===== src/rtl/lit_pkg.sv =====
// Shared types for the latched interval timer.
package lit_pkg;
    typedef enum logic [1:0] {
        SEL_CNT_LO = 2'd0,
        SEL_CNT_HI = 2'd1,
        SEL_LAT_LO = 2'd2,
        SEL_LAT_HI = 2'd3
    } wr_sel_e;

    localparam logic [1:0] MODE_CONT = 2'b01;
endpackage


===== src/rtl/lit_prescaler.sv =====
// Tick generator: raises tick once every DIV clocks.
// Assumes DIV >= 2. A restart puts the phase back to zero and suppresses
// the tick in that cycle.
module lit_prescaler #(
    parameter int DIV = 6
) (
    input  logic clk,
    input  logic rst_n,
    input  logic restart,
    output logic tick
);
    localparam int PW = $clog2(DIV);
    localparam logic [PW-1:0] LAST = PW'(DIV - 1);

    logic [PW-1:0] phase;

    // Tick when the phase reaches its last value, unless a restart is pending.
    assign tick = (phase == LAST) && !restart;

    // Advance the phase, wrapping at DIV or on restart.
    always_ff @(posedge clk) begin
        if (!rst_n)                         phase <= '0;
        else if (restart || phase == LAST)  phase <= '0;
        else                                phase <= phase + 1'b1;
    end


    phase_range_chk: assert property (@(posedge clk) disable iff (!rst_n)
        phase <= LAST);

    restart_phase_chk: assert property (@(posedge clk) disable iff (!rst_n)
        restart |=> (phase == '0));
endmodule


===== src/rtl/lit_latch.sv =====
// Reload latch: one bit wider than the count, so that the reset value
// 2^CNT_W can be held. Byte writes touch only their half and clear the top bit.
module lit_latch #(
    parameter int CNT_W = 16
) (
    input  logic               clk,
    input  logic               rst_n,
    input  logic               wr_lo,
    input  logic               wr_hi,
    input  logic [CNT_W/2-1:0] wr_data,
    output logic [CNT_W:0]     latch_o
);
    localparam int HALF_W = CNT_W / 2;

    // Hold or update one half of the latch.
    always_ff @(posedge clk) begin
        if (!rst_n)     latch_o <= {1'b1, {CNT_W{1'b0}}};
        else if (wr_lo) latch_o <= {1'b0, latch_o[CNT_W-1:HALF_W], wr_data};
        else if (wr_hi) latch_o <= {1'b0, wr_data, latch_o[HALF_W-1:0]};
    end


    latch_lo_keep_chk: assert property (@(posedge clk) disable iff (!rst_n)
        wr_lo |=> (latch_o[CNT_W-1:HALF_W] == $past(latch_o[CNT_W-1:HALF_W])) && !latch_o[CNT_W]);

    latch_hi_keep_chk: assert property (@(posedge clk) disable iff (!rst_n)
        wr_hi |=> (latch_o[HALF_W-1:0] == $past(latch_o[HALF_W-1:0])) && !latch_o[CNT_W]);
endmodule


===== src/rtl/lit_count.sv =====
// Down counter with byte-merge loads, reload from the latch in continuous
// mode, and a one-shot arm that allows a single expiry per load otherwise.
// Assumes the tick is never high in a cycle that carries a count write.
module lit_count #(
    parameter int CNT_W = 16
) (
    input  logic               clk,
    input  logic               rst_n,
    input  logic               wr_lo,
    input  logic               wr_hi,
    input  logic [CNT_W/2-1:0] wr_data,
    input  logic               tick,
    input  logic               cont_mode,
    input  logic [CNT_W:0]     latch_i,
    output logic [CNT_W-1:0]   count_o,
    output logic               expire_o
);
    localparam int HALF_W = CNT_W / 2;

    logic             at_zero;
    logic             armed;
    logic             fire;
    logic [CNT_W-1:0] reload;

    // Expiry is decided at the tick, using the mode of that cycle.
    always_comb begin
        at_zero = (count_o == '0);
        fire    = tick && at_zero && (cont_mode || armed);
        reload  = CNT_W'(latch_i - 1'b1);
    end

    // Count, arm and pulse registers.
    always_ff @(posedge clk) begin
        if (!rst_n) begin
            count_o  <= '1;
            armed    <= 1'b0;
            expire_o <= 1'b0;
        end else begin
            expire_o <= fire;
            if (wr_lo) begin
                count_o <= {count_o[CNT_W-1:HALF_W], wr_data};
                armed   <= 1'b1;
            end else if (wr_hi) begin
                count_o <= {wr_data, count_o[HALF_W-1:0]};
                armed   <= 1'b1;
            end else if (tick) begin
                count_o <= (at_zero && cont_mode) ? reload : count_o - 1'b1;
                if (at_zero) armed <= 1'b0;
            end
        end
    end


    pulse_width_chk: assert property (@(posedge clk) disable iff (!rst_n)
        expire_o |=> !expire_o);

    cont_reload_chk: assert property (@(posedge clk) disable iff (!rst_n)
        (expire_o && $past(cont_mode)) |-> (count_o + 1'b1 == $past(latch_i[CNT_W-1:0])));

    oneshot_wrap_chk: assert property (@(posedge clk) disable iff (!rst_n)
        (expire_o && !$past(cont_mode)) |-> (count_o == '1));

    cnt_lo_keep_chk: assert property (@(posedge clk) disable iff (!rst_n)
        wr_lo |=> (count_o[CNT_W-1:HALF_W] == $past(count_o[CNT_W-1:HALF_W])));

    pulse_on_tick_chk: assert property (@(posedge clk) disable iff (!rst_n)
        expire_o |-> $past(tick));
endmodule


===== src/rtl/lit_timer.sv =====
// Latched interval timer top: decodes the byte-write select, and joins the
// prescaler, reload latch and counter. The register decode and flag storage
// live in the neighbouring register block.
module lit_timer #(
    parameter int CNT_W = 16,
    parameter int DIV   = 6
) (
    input  logic               clk,
    input  logic               rst_n,
    input  logic               wr_en,
    input  logic [1:0]         wr_sel,
    input  logic [CNT_W/2-1:0] wr_data,
    input  logic [1:0]         mode,
    output logic [CNT_W-1:0]   count_o,
    output logic               expire_o
);
    import lit_pkg::*;

    logic           cnt_lo_we, cnt_hi_we, lat_lo_we, lat_hi_we;
    logic           tick;
    logic           cont_mode;
    logic [CNT_W:0] latch_q;

    // Decode the write select into one strobe per target.
    always_comb begin
        cnt_lo_we = 1'b0;
        cnt_hi_we = 1'b0;
        lat_lo_we = 1'b0;
        lat_hi_we = 1'b0;
        if (wr_en) begin
            case (wr_sel_e'(wr_sel))
                SEL_CNT_LO: cnt_lo_we = 1'b1;
                SEL_CNT_HI: cnt_hi_we = 1'b1;
                SEL_LAT_LO: lat_lo_we = 1'b1;
                default:    lat_hi_we = 1'b1;
            endcase
        end
        cont_mode = (mode == MODE_CONT);
    end

    lit_prescaler #(.DIV(DIV)) u_pre (
        .clk     (clk),
        .rst_n   (rst_n),
        .restart (cnt_lo_we | cnt_hi_we),
        .tick    (tick)
    );

    lit_latch #(.CNT_W(CNT_W)) u_latch (
        .clk     (clk),
        .rst_n   (rst_n),
        .wr_lo   (lat_lo_we),
        .wr_hi   (lat_hi_we),
        .wr_data (wr_data),
        .latch_o (latch_q)
    );

    lit_count #(.CNT_W(CNT_W)) u_cnt (
        .clk       (clk),
        .rst_n     (rst_n),
        .wr_lo     (cnt_lo_we),
        .wr_hi     (cnt_hi_we),
        .wr_data   (wr_data),
        .tick      (tick),
        .cont_mode (cont_mode),
        .latch_i   (latch_q),
        .count_o   (count_o),
        .expire_o  (expire_o)
    );


    reset_latch_chk: assert property (@(posedge clk) disable iff (!rst_n)
        $rose(rst_n) |-> (latch_q == {1'b1, {CNT_W{1'b0}}}) && (count_o == '1));

    mode_gate_chk: assert property (@(posedge clk) disable iff (!rst_n)
        (tick && count_o == '0 && !cont_mode) |=> (count_o == '1));
endmodule


===== config.mk =====
export PLATFORM = sky130hd
export DESIGN_NAME = lit_timer
export DESIGN_NICKNAME = d
export VERILOG_FILES = /design/src/rtl/lit_pkg.sv /design/src/rtl/lit_prescaler.sv /design/src/rtl/lit_latch.sv /design/src/rtl/lit_count.sv /design/src/rtl/lit_timer.sv
export SDC_FILE = /design/constraint.sdc
export NUM_CORES = 1
export LEC_CHECK = 0
export BUFFER_PORTS_ARGS = -buffer_cell sky130_fd_sc_hd__buf_2
export CORE_ASPECT_RATIO = 1.1
export CORE_MARGIN = 2
export CORE_UTILIZATION = 46
export CTS_BUF_LIST = sky130_fd_sc_hd__clkbuf_4 sky130_fd_sc_hd__clkbuf_8 sky130_fd_sc_hd__clkbuf_16
export DETAILED_ROUTE_END_ITERATION = 10
export GPL_TIMING_DRIVEN = 0
export PLACE_DENSITY_LB_ADDON = 0.2
export SLEW_MARGIN = 40
export SYNTH_ARGS = -nofsm -noshare
export SYNTH_HDL_FRONTEND = slang
export SYNTH_SLANG_ARGS = --single-unit
export TNS_END_PERCENT = 1

===== constraint.sdc =====
create_clock -name clk -period 5 [get_ports clk]
set_input_delay 0 -clock clk [delete_from_list [all_inputs] [get_ports clk]]
set_output_delay 0 -clock clk [all_outputs]
set_load 0.01 [all_outputs]

==> results.cfg, run 1 <==
[status]
outcome = complete, no violations

[worst_setup_path]
endpoint = u_cnt.count_o[12]$_SDFFE_PN1P_
cp_num_buf_inv = 2
r2r-end = u_cnt.count_o[12]$_SDFFE_PN1P_
critPathRequiredTime_ns = 5.14
worstPathCellList = nor4_1 > nor4b_4 > and2_1 > buf_4 > buf_6 > a21oi_1 > ha_1 > nand3_1 > nor2_1 > and4_1 > o21ai_0 > nand3_1
cpMostUsedCell = nand3_1
crit_path_start = u_cnt.count_o[7]$_SDFFE_PN1P_
path_class = reg2reg
worstSetupStartpointType = flip-flop
reg2reg_depth = 12
r2r-start = u_cnt.count_o[7]$_SDFFE_PN1P_
end_kind = flip-flop
r2r_slack_ns = 1.90
crit_family = simple AND/OR/NAND/NOR gates
slowest_stage = nor4_1
slowest_delay_ns = 0.52
worstSetupPathDepth = 12
path_max_fanout = 10
critical_path_arrival_ns = 3.24

[clock_network]
cts_root_buffer = clkbuf_8
cts_setup_buffers = 0
htreeDepth = 2
numCtsBuffers = 5
cts-resized-gates = 0
cts_hold_buf = 0
cts_tree = yes
clock_path_buffers = 2
path_clk_slew_ns = 0.08
cts.sinks = 37
worstSkewPairLatency_ns = 0.29

[pwr]
seqPwrFrac = 0.521
power.leakage_uw = 0.00104
peakVddDrop_mv = 0.172
power.switching_uw = 166
pwr-share-clk = 0.345
powerDensity_nw_per_um2 = 246
comb_power_share = 0.134
switching_share = 0.265
internal-power_uw = 461

[final_layout]
final_cell_area_um2 = 2550
mostFrequentLayoutCells = dfxtp_1 (37), buf_2 (31), nor2_1 (27)
fillers = 466
syn2layout_area_growth_pct = 14.1
nets = 318
stdcell_count = 356
n_antenna_cell = 0
fin_util = 0.548
drive_above_1_share = 0.190
final_common_cell = dfxtp_1

[synth]
synth_edf_count = 0
seq_area_frac_synth = 0.332
synth-simple-area-share = 0.288
synth_nets = 280
netlist_instances = 262
synth_cell_types = 54
synth_fa_ha_area_frac = 0.0168
netlist_area_um2 = 2230
synth_top_area_share = 0.332
synthFlopType = dfxtp_1
synth-seq-cells = 37
avgSynthCellArea_um2 = 8.52
synth_compound_area_frac = 0.216
yosys_warnings = 0
synth-xor-area-share = 0.0275
synthArstFlopShare = 0
synth_top_family_by_area = simple AND/OR/NAND/NOR gates
muxShareOfSynthArea = 0.0852
synth_area_leaders = dfxtp_1 (33%), mux2i_1 (8.5%), nor2b_1 (5.0%), nor2_1 (4.5%), a22oi_1 (3.4%)
synth_area_leader_cell = dfxtp_1

[sta]
hold_violations = 0
fmax_mhz = 322
rsz0062_at_grt = no
min_period_ns = 3.10
post-route-period-util = 0.620
setup_viol = 0
slew_violations = 0
max_slew_margin = 0.541
whs_ns = 0.0348
setup-tns-final_ns = 0
finClkSkew_ns = 0.0121
tightest_slew_ns = 0.686

[grt]
grt_pass1_vias = 2104
grtUsageTotal = 0.250
grt_first_pass_wirelength_mm = 10.6
antenna_found_initial = 0
grt_max_degree = 11
grt_overflow = 0

[hold_path]
hp-class = in2reg

[placed_design]
place_area_um2 = 2460
place_inst = 349
portBuffers = 31
post-dp-hpwl_mm = 4.82
place.gp.congestion = 0.993

[routing]
ant_nets = 0
drc = 0
drtIter0Drc = 187
dr.pass1.iters = 5
wl_met2_mm = 3.02
dr_wl_met3_um = 486
via_per_inst = 6.27
top_layer = met4
route.vias.total = 2232
route.layer.met1.wl_mm = 2.82
drt-total-wl_mm = 6.52
wl_per_cell_um = 18.3

[flow_run]
cap_violations = 0

[die]
die_height_um = 77.1
num_rows = 26
fp.dieW_um = 70.4
initial_core_util = 0.480
die-area_um2 = 5430
design.core.area_um2 = 4650
ios = 32
==> worst min path at each step <==
stage               slack, ns                             to       start  cells after the start
CTS                      0.02  u_cnt.count_o[4]$_SDFFE_PN1P_  wr_data[4]                      3
global route             0.03  u_cnt.count_o[4]$_SDFFE_PN1P_  wr_data[4]                      3
floorplan                0.13  u_cnt.count_o[4]$_SDFFE_PN1P_  wr_data[4]                      2
global placement         0.32  u_cnt.count_o[4]$_SDFFE_PN1P_  wr_data[4]                      3
detailed placement       0.31  u_cnt.count_o[4]$_SDFFE_PN1P_  wr_data[4]                      3
finish                   0.03  u_cnt.count_o[1]$_SDFFE_PN1P_  wr_data[1]                      3
==> power by group through the flow <==
stage	registers (uW)	clock network (uW)	logic [uW]
floorplan	331	0	51.5
global placement	332	0	82.3
detailed placement	332	0	83.7
CTS	326	221	84.0
global route	328	233	93.3
finish	326	216	84.0
==> final cells by class <==
cell class              instances  area (um2)  share of cell area
well taps                      56        70.1              0.0275
flip-flops and latches         37         741               0.291
clock buffers                   7        90.1              0.0354
plain buffers                  13        67.6              0.0265
repair buffers                 31         155              0.0609
inverters                       3        11.3             0.00442
multi-input cells             209        1410               0.555
==> worst min-delay path: stages <==
cell and delay, ns:
buf_2 0.13, nand2_1 0.05, o2111ai_1 0.09
==> stage by stage <==
| stage | power (uW) | setup WS (ns) |
|---|---|---|
| floorplan | 382 | 2.41 |
| global placement | 415 | 2.01 |
| detailed placement | 416 | 2.04 |
| CTS | 630 | 2.01 |
| global route | 654 | 1.70 |
| finish | 627 | 1.90 |
==> sequential cells by signal, indices dropped and copies added, names as in the netlist <==
signal           count
u_cnt.expire_o       1
u_cnt.count_o       16
u_latch.latch_o     16
u_cnt.armed          1
u_pre.phase          3
==> cells by family (layout without fill, tap and decap cells) <==
group,count (synthesis),in the layout
compound gates,64,64
buf+inv,16,54
xor+xnor,7,7
simple gates,116,116
mux,19,19
flops,37,37
fa+ha+maj,3,3
==> Yosys cell counts (all sizes together), types with 2 or more instances <==
cell	number
a211oi	3
dfxtp	37
nand2	14
o211ai	10
a22oi	10
a311oi	4
nand4	6
nand2b	4
buf	5
and2	3
ha	3
o22ai	3
nand3	12
xnor2	6
o21ai	5
nand3b	2
nand4b	2
nor4	4
or2	5
clkbuf	8
inv	3
a31o	2
nor2b	18
nor2	27
a21oi	9
a31oi	6
mux2i	19
or3	5
nor3	9
and3	2
==> metal layers <==
layer,up-vias,GRT usage
met5,-,0
met4,0,0.108
met3,14,0.0460
met2,107,0.410
met1,1041,0.319
li1,1070,-
(Power assumes the default switching activity.)
==> inputs of run 2 (changes only) <==
clock period = 2.8 ns   (was 5 ns; I/O delays follow)
==> run 2 against run 1 <==
Count of clock-buffer cells in the layout unchanged. Critical path depth unchanged. Sequential share of layout area down 0.26 points. Final cell count up 0.56%. Clock power up 81%. Maximum frequency up 18%. Power up 80%. Sequential power up 79%. Largest cell class unchanged.
==> results.cfg, run 2 (same netlist as run 1, synthesis figures left out) <==
[worst_setup_path]
r2r-end = u_cnt.count_o[12]$_SDFFE_PN1P_
critical_path_arrival_ns = 2.77
slowest_delay_ns = 0.46
slowest_stage = or3_1
r2r-start = u_cnt.count_o[9]$_SDFFE_PN1P_
path_max_fanout = 10
r2r_slack_ns = 0.18
reg2reg_depth = 12
worstSetupStartpointType = flip-flop
crit_family = simple AND/OR/NAND/NOR gates
end_kind = flip-flop
critPathRequiredTime_ns = 2.94
path_class = reg2reg
cp_num_buf_inv = 2
worstPathCellList = or3_1 > nor4b_4 > and2_1 > buf_4 > buf_6 > a21oi_1 > ha_2 > nand3_2 > nor2_1 > and4_1 > o21ai_1 > nand3_1

[routing]
ant_nets = 0
drc = 0
via_per_inst = 6.35
wl_per_cell_um = 18.4
route.vias.total = 2272
drt-total-wl_mm = 6.60
drtIter0Drc = 219
dr.pass1.iters = 7

[hold_path]
hp-start = wr_data[1]
hold_depth = 3
whs_endpoint = u_cnt.count_o[1]$_SDFFE_PN1P_
hp-class = in2reg

[grt]
grtUsageTotal = 0.252
antenna_found_initial = 0
grt_overflow = 0
grt_max_degree = 11
grt_first_pass_wirelength_mm = 10.7
grt_pass1_vias = 2114

[pwr]
peakVddDrop_mv = 0.308
total_power_uw = 1120
powerDensity_nw_per_um2 = 430
power.leakage_uw = 0.00107

[final_layout]
syn2layout_area_growth_pct = 17.1
fillers = 451
reg.largest.list = u_cnt.count_o (16), u_latch.latch_o (16), u_pre.phase (3)
mostFrequentLayoutCells = dfxtp_1 (33), buf_2 (31), nor2_1 (27)
nets = 320
drive_above_1_share = 0.225
n_antenna_cell = 0
final_common_cell = dfxtp_1

[sta]
setup_slack_ns = 0.177
finClkSkew_ns = 0.0142
post-route-period-util = 0.937
min_period_ns = 2.62
rsz0062_at_grt = no
setup-tns-final_ns = 0
fmax_mhz = 381
slew_violations = 0
max_slew_margin = 0.539
tightest_slew_ns = 0.689
hold_violations = 0
setup_viol = 0

[clock_network]
worstSkewPairLatency_ns = 0.29
numCtsBuffers = 5
cts.sinks = 37
clock_path_buffers = 2
cts_root_buffer = clkbuf_8
cts_hold_buf = 0
cts_tree = yes
path_clk_slew_ns = 0.08
htreeDepth = 2

[die]
die_height_um = 77.1
initial_core_util = 0.480
design.core.area_um2 = 4650
die-area_um2 = 5430
num_rows = 26
ios = 32
fp.dieW_um = 70.4

[placed_design]
place_ws_ns = -0.160
post-dp-hpwl_mm = 4.82
portBuffers = 31
place.gp.congestion = 0.993

[flow_run]
cap_violations = 0

[status]
outcome = complete, no violations
==> run 2: cell count changes in the layout (fill, tap and decap cells not counted), moves of 2 or more <==
cell,delta
dfxtp_1,-4
buf_4,+2
dfxtp_4,+3
nor4_4,+2
==> run 2: layout make-up <==
class | instances | area (um2) | share of cell area
flip-flops and latches | 37 | 753 | 0.288
well taps | 56 | 70.1 | 0.0268
multi-input cells | 209 | 1450 | 0.555
clock buffers | 7 | 90.1 | 0.0345
inverters | 3 | 11.3 | 0.00431
repair buffers | 33 | 170 | 0.0651
plain buffers | 13 | 68.8 | 0.0263
==> run 2: worst max path at each step <==
stage	startpoint	endpoint	slack, ns	cells past startpoint
2_1_floorplan	u_cnt.count_o[11]$_SDFFE_PN1P_	u_cnt.count_o[12]$_SDFFE_PN1P_	0.21	12
4_1_cts	u_cnt.count_o[3]$_SDFFE_PN1P_	u_cnt.count_o[10]$_SDFFE_PN1P_	0.006	13
3_3_place_gp	u_cnt.count_o[7]$_SDFFE_PN1P_	u_cnt.count_o[12]$_SDFFE_PN1P_	-0.19	12
3_5_place_dp	u_cnt.count_o[7]$_SDFFE_PN1P_	u_cnt.count_o[12]$_SDFFE_PN1P_	-0.16	12
5_1_grt	u_cnt.count_o[7]$_SDFFE_PN1P_	u_cnt.count_o[10]$_SDFFE_PN1P_	0.05	12
6_report	u_cnt.count_o[9]$_SDFFE_PN1P_	u_cnt.count_o[12]$_SDFFE_PN1P_	0.18	12
==> run 2: worst min-delay path, delay by kind of cell <==
kind	cells	cell delay (ns)
buf+inv	1	0.13
compound gates	1	0.09
simple gates	1	0.06
==> run 2: metrics by stage <==
| step | util | cell area, um2 | hold slack (ns) | std cells |
|---|---|---|---|---|
| 6_report | 0.562 | 2610 | 0.0349 | 358 |
| 5_1_grt | 0.562 | 2610 | 0.0406 | 358 |
| 4_1_cts | 0.551 | 2560 | 0.0226 | 357 |
| 3_5_place_dp | 0.528 | 2460 | 0.309 | 349 |
| 3_3_place_gp | 0.528 | 2460 | 0.320 | 349 |
| 2_1_floorplan | - | 2230 | 0.134 | 262 |
==> run 2: per-layer routing <==
layer,up-vias,share of wire,track usage
met4,0,0.035,0.108
met2,123,0.46,0.414
met3,20,0.085,0.0460
met1,1060,0.42,0.322
met5,-,0,0
li1,1069,-,-
==> run 2: power breakdown <==
group	switching [uW]	total (uW)	internal (uW)	leakage [uW]
logic	84.0	152	67.9	0.000724
clock network	185	390	205	0.0000477
registers	33.7	583	549	0.000302
total	303	1120	822	0.00107
==> run 2: repair_timing <==
item | in CTS | in global routing
endpoints found under the setup margin | 5 | 7
pin swaps | 1 | 1
gates resized for setup | 2 | 13
buffers inserted | 1 | 1
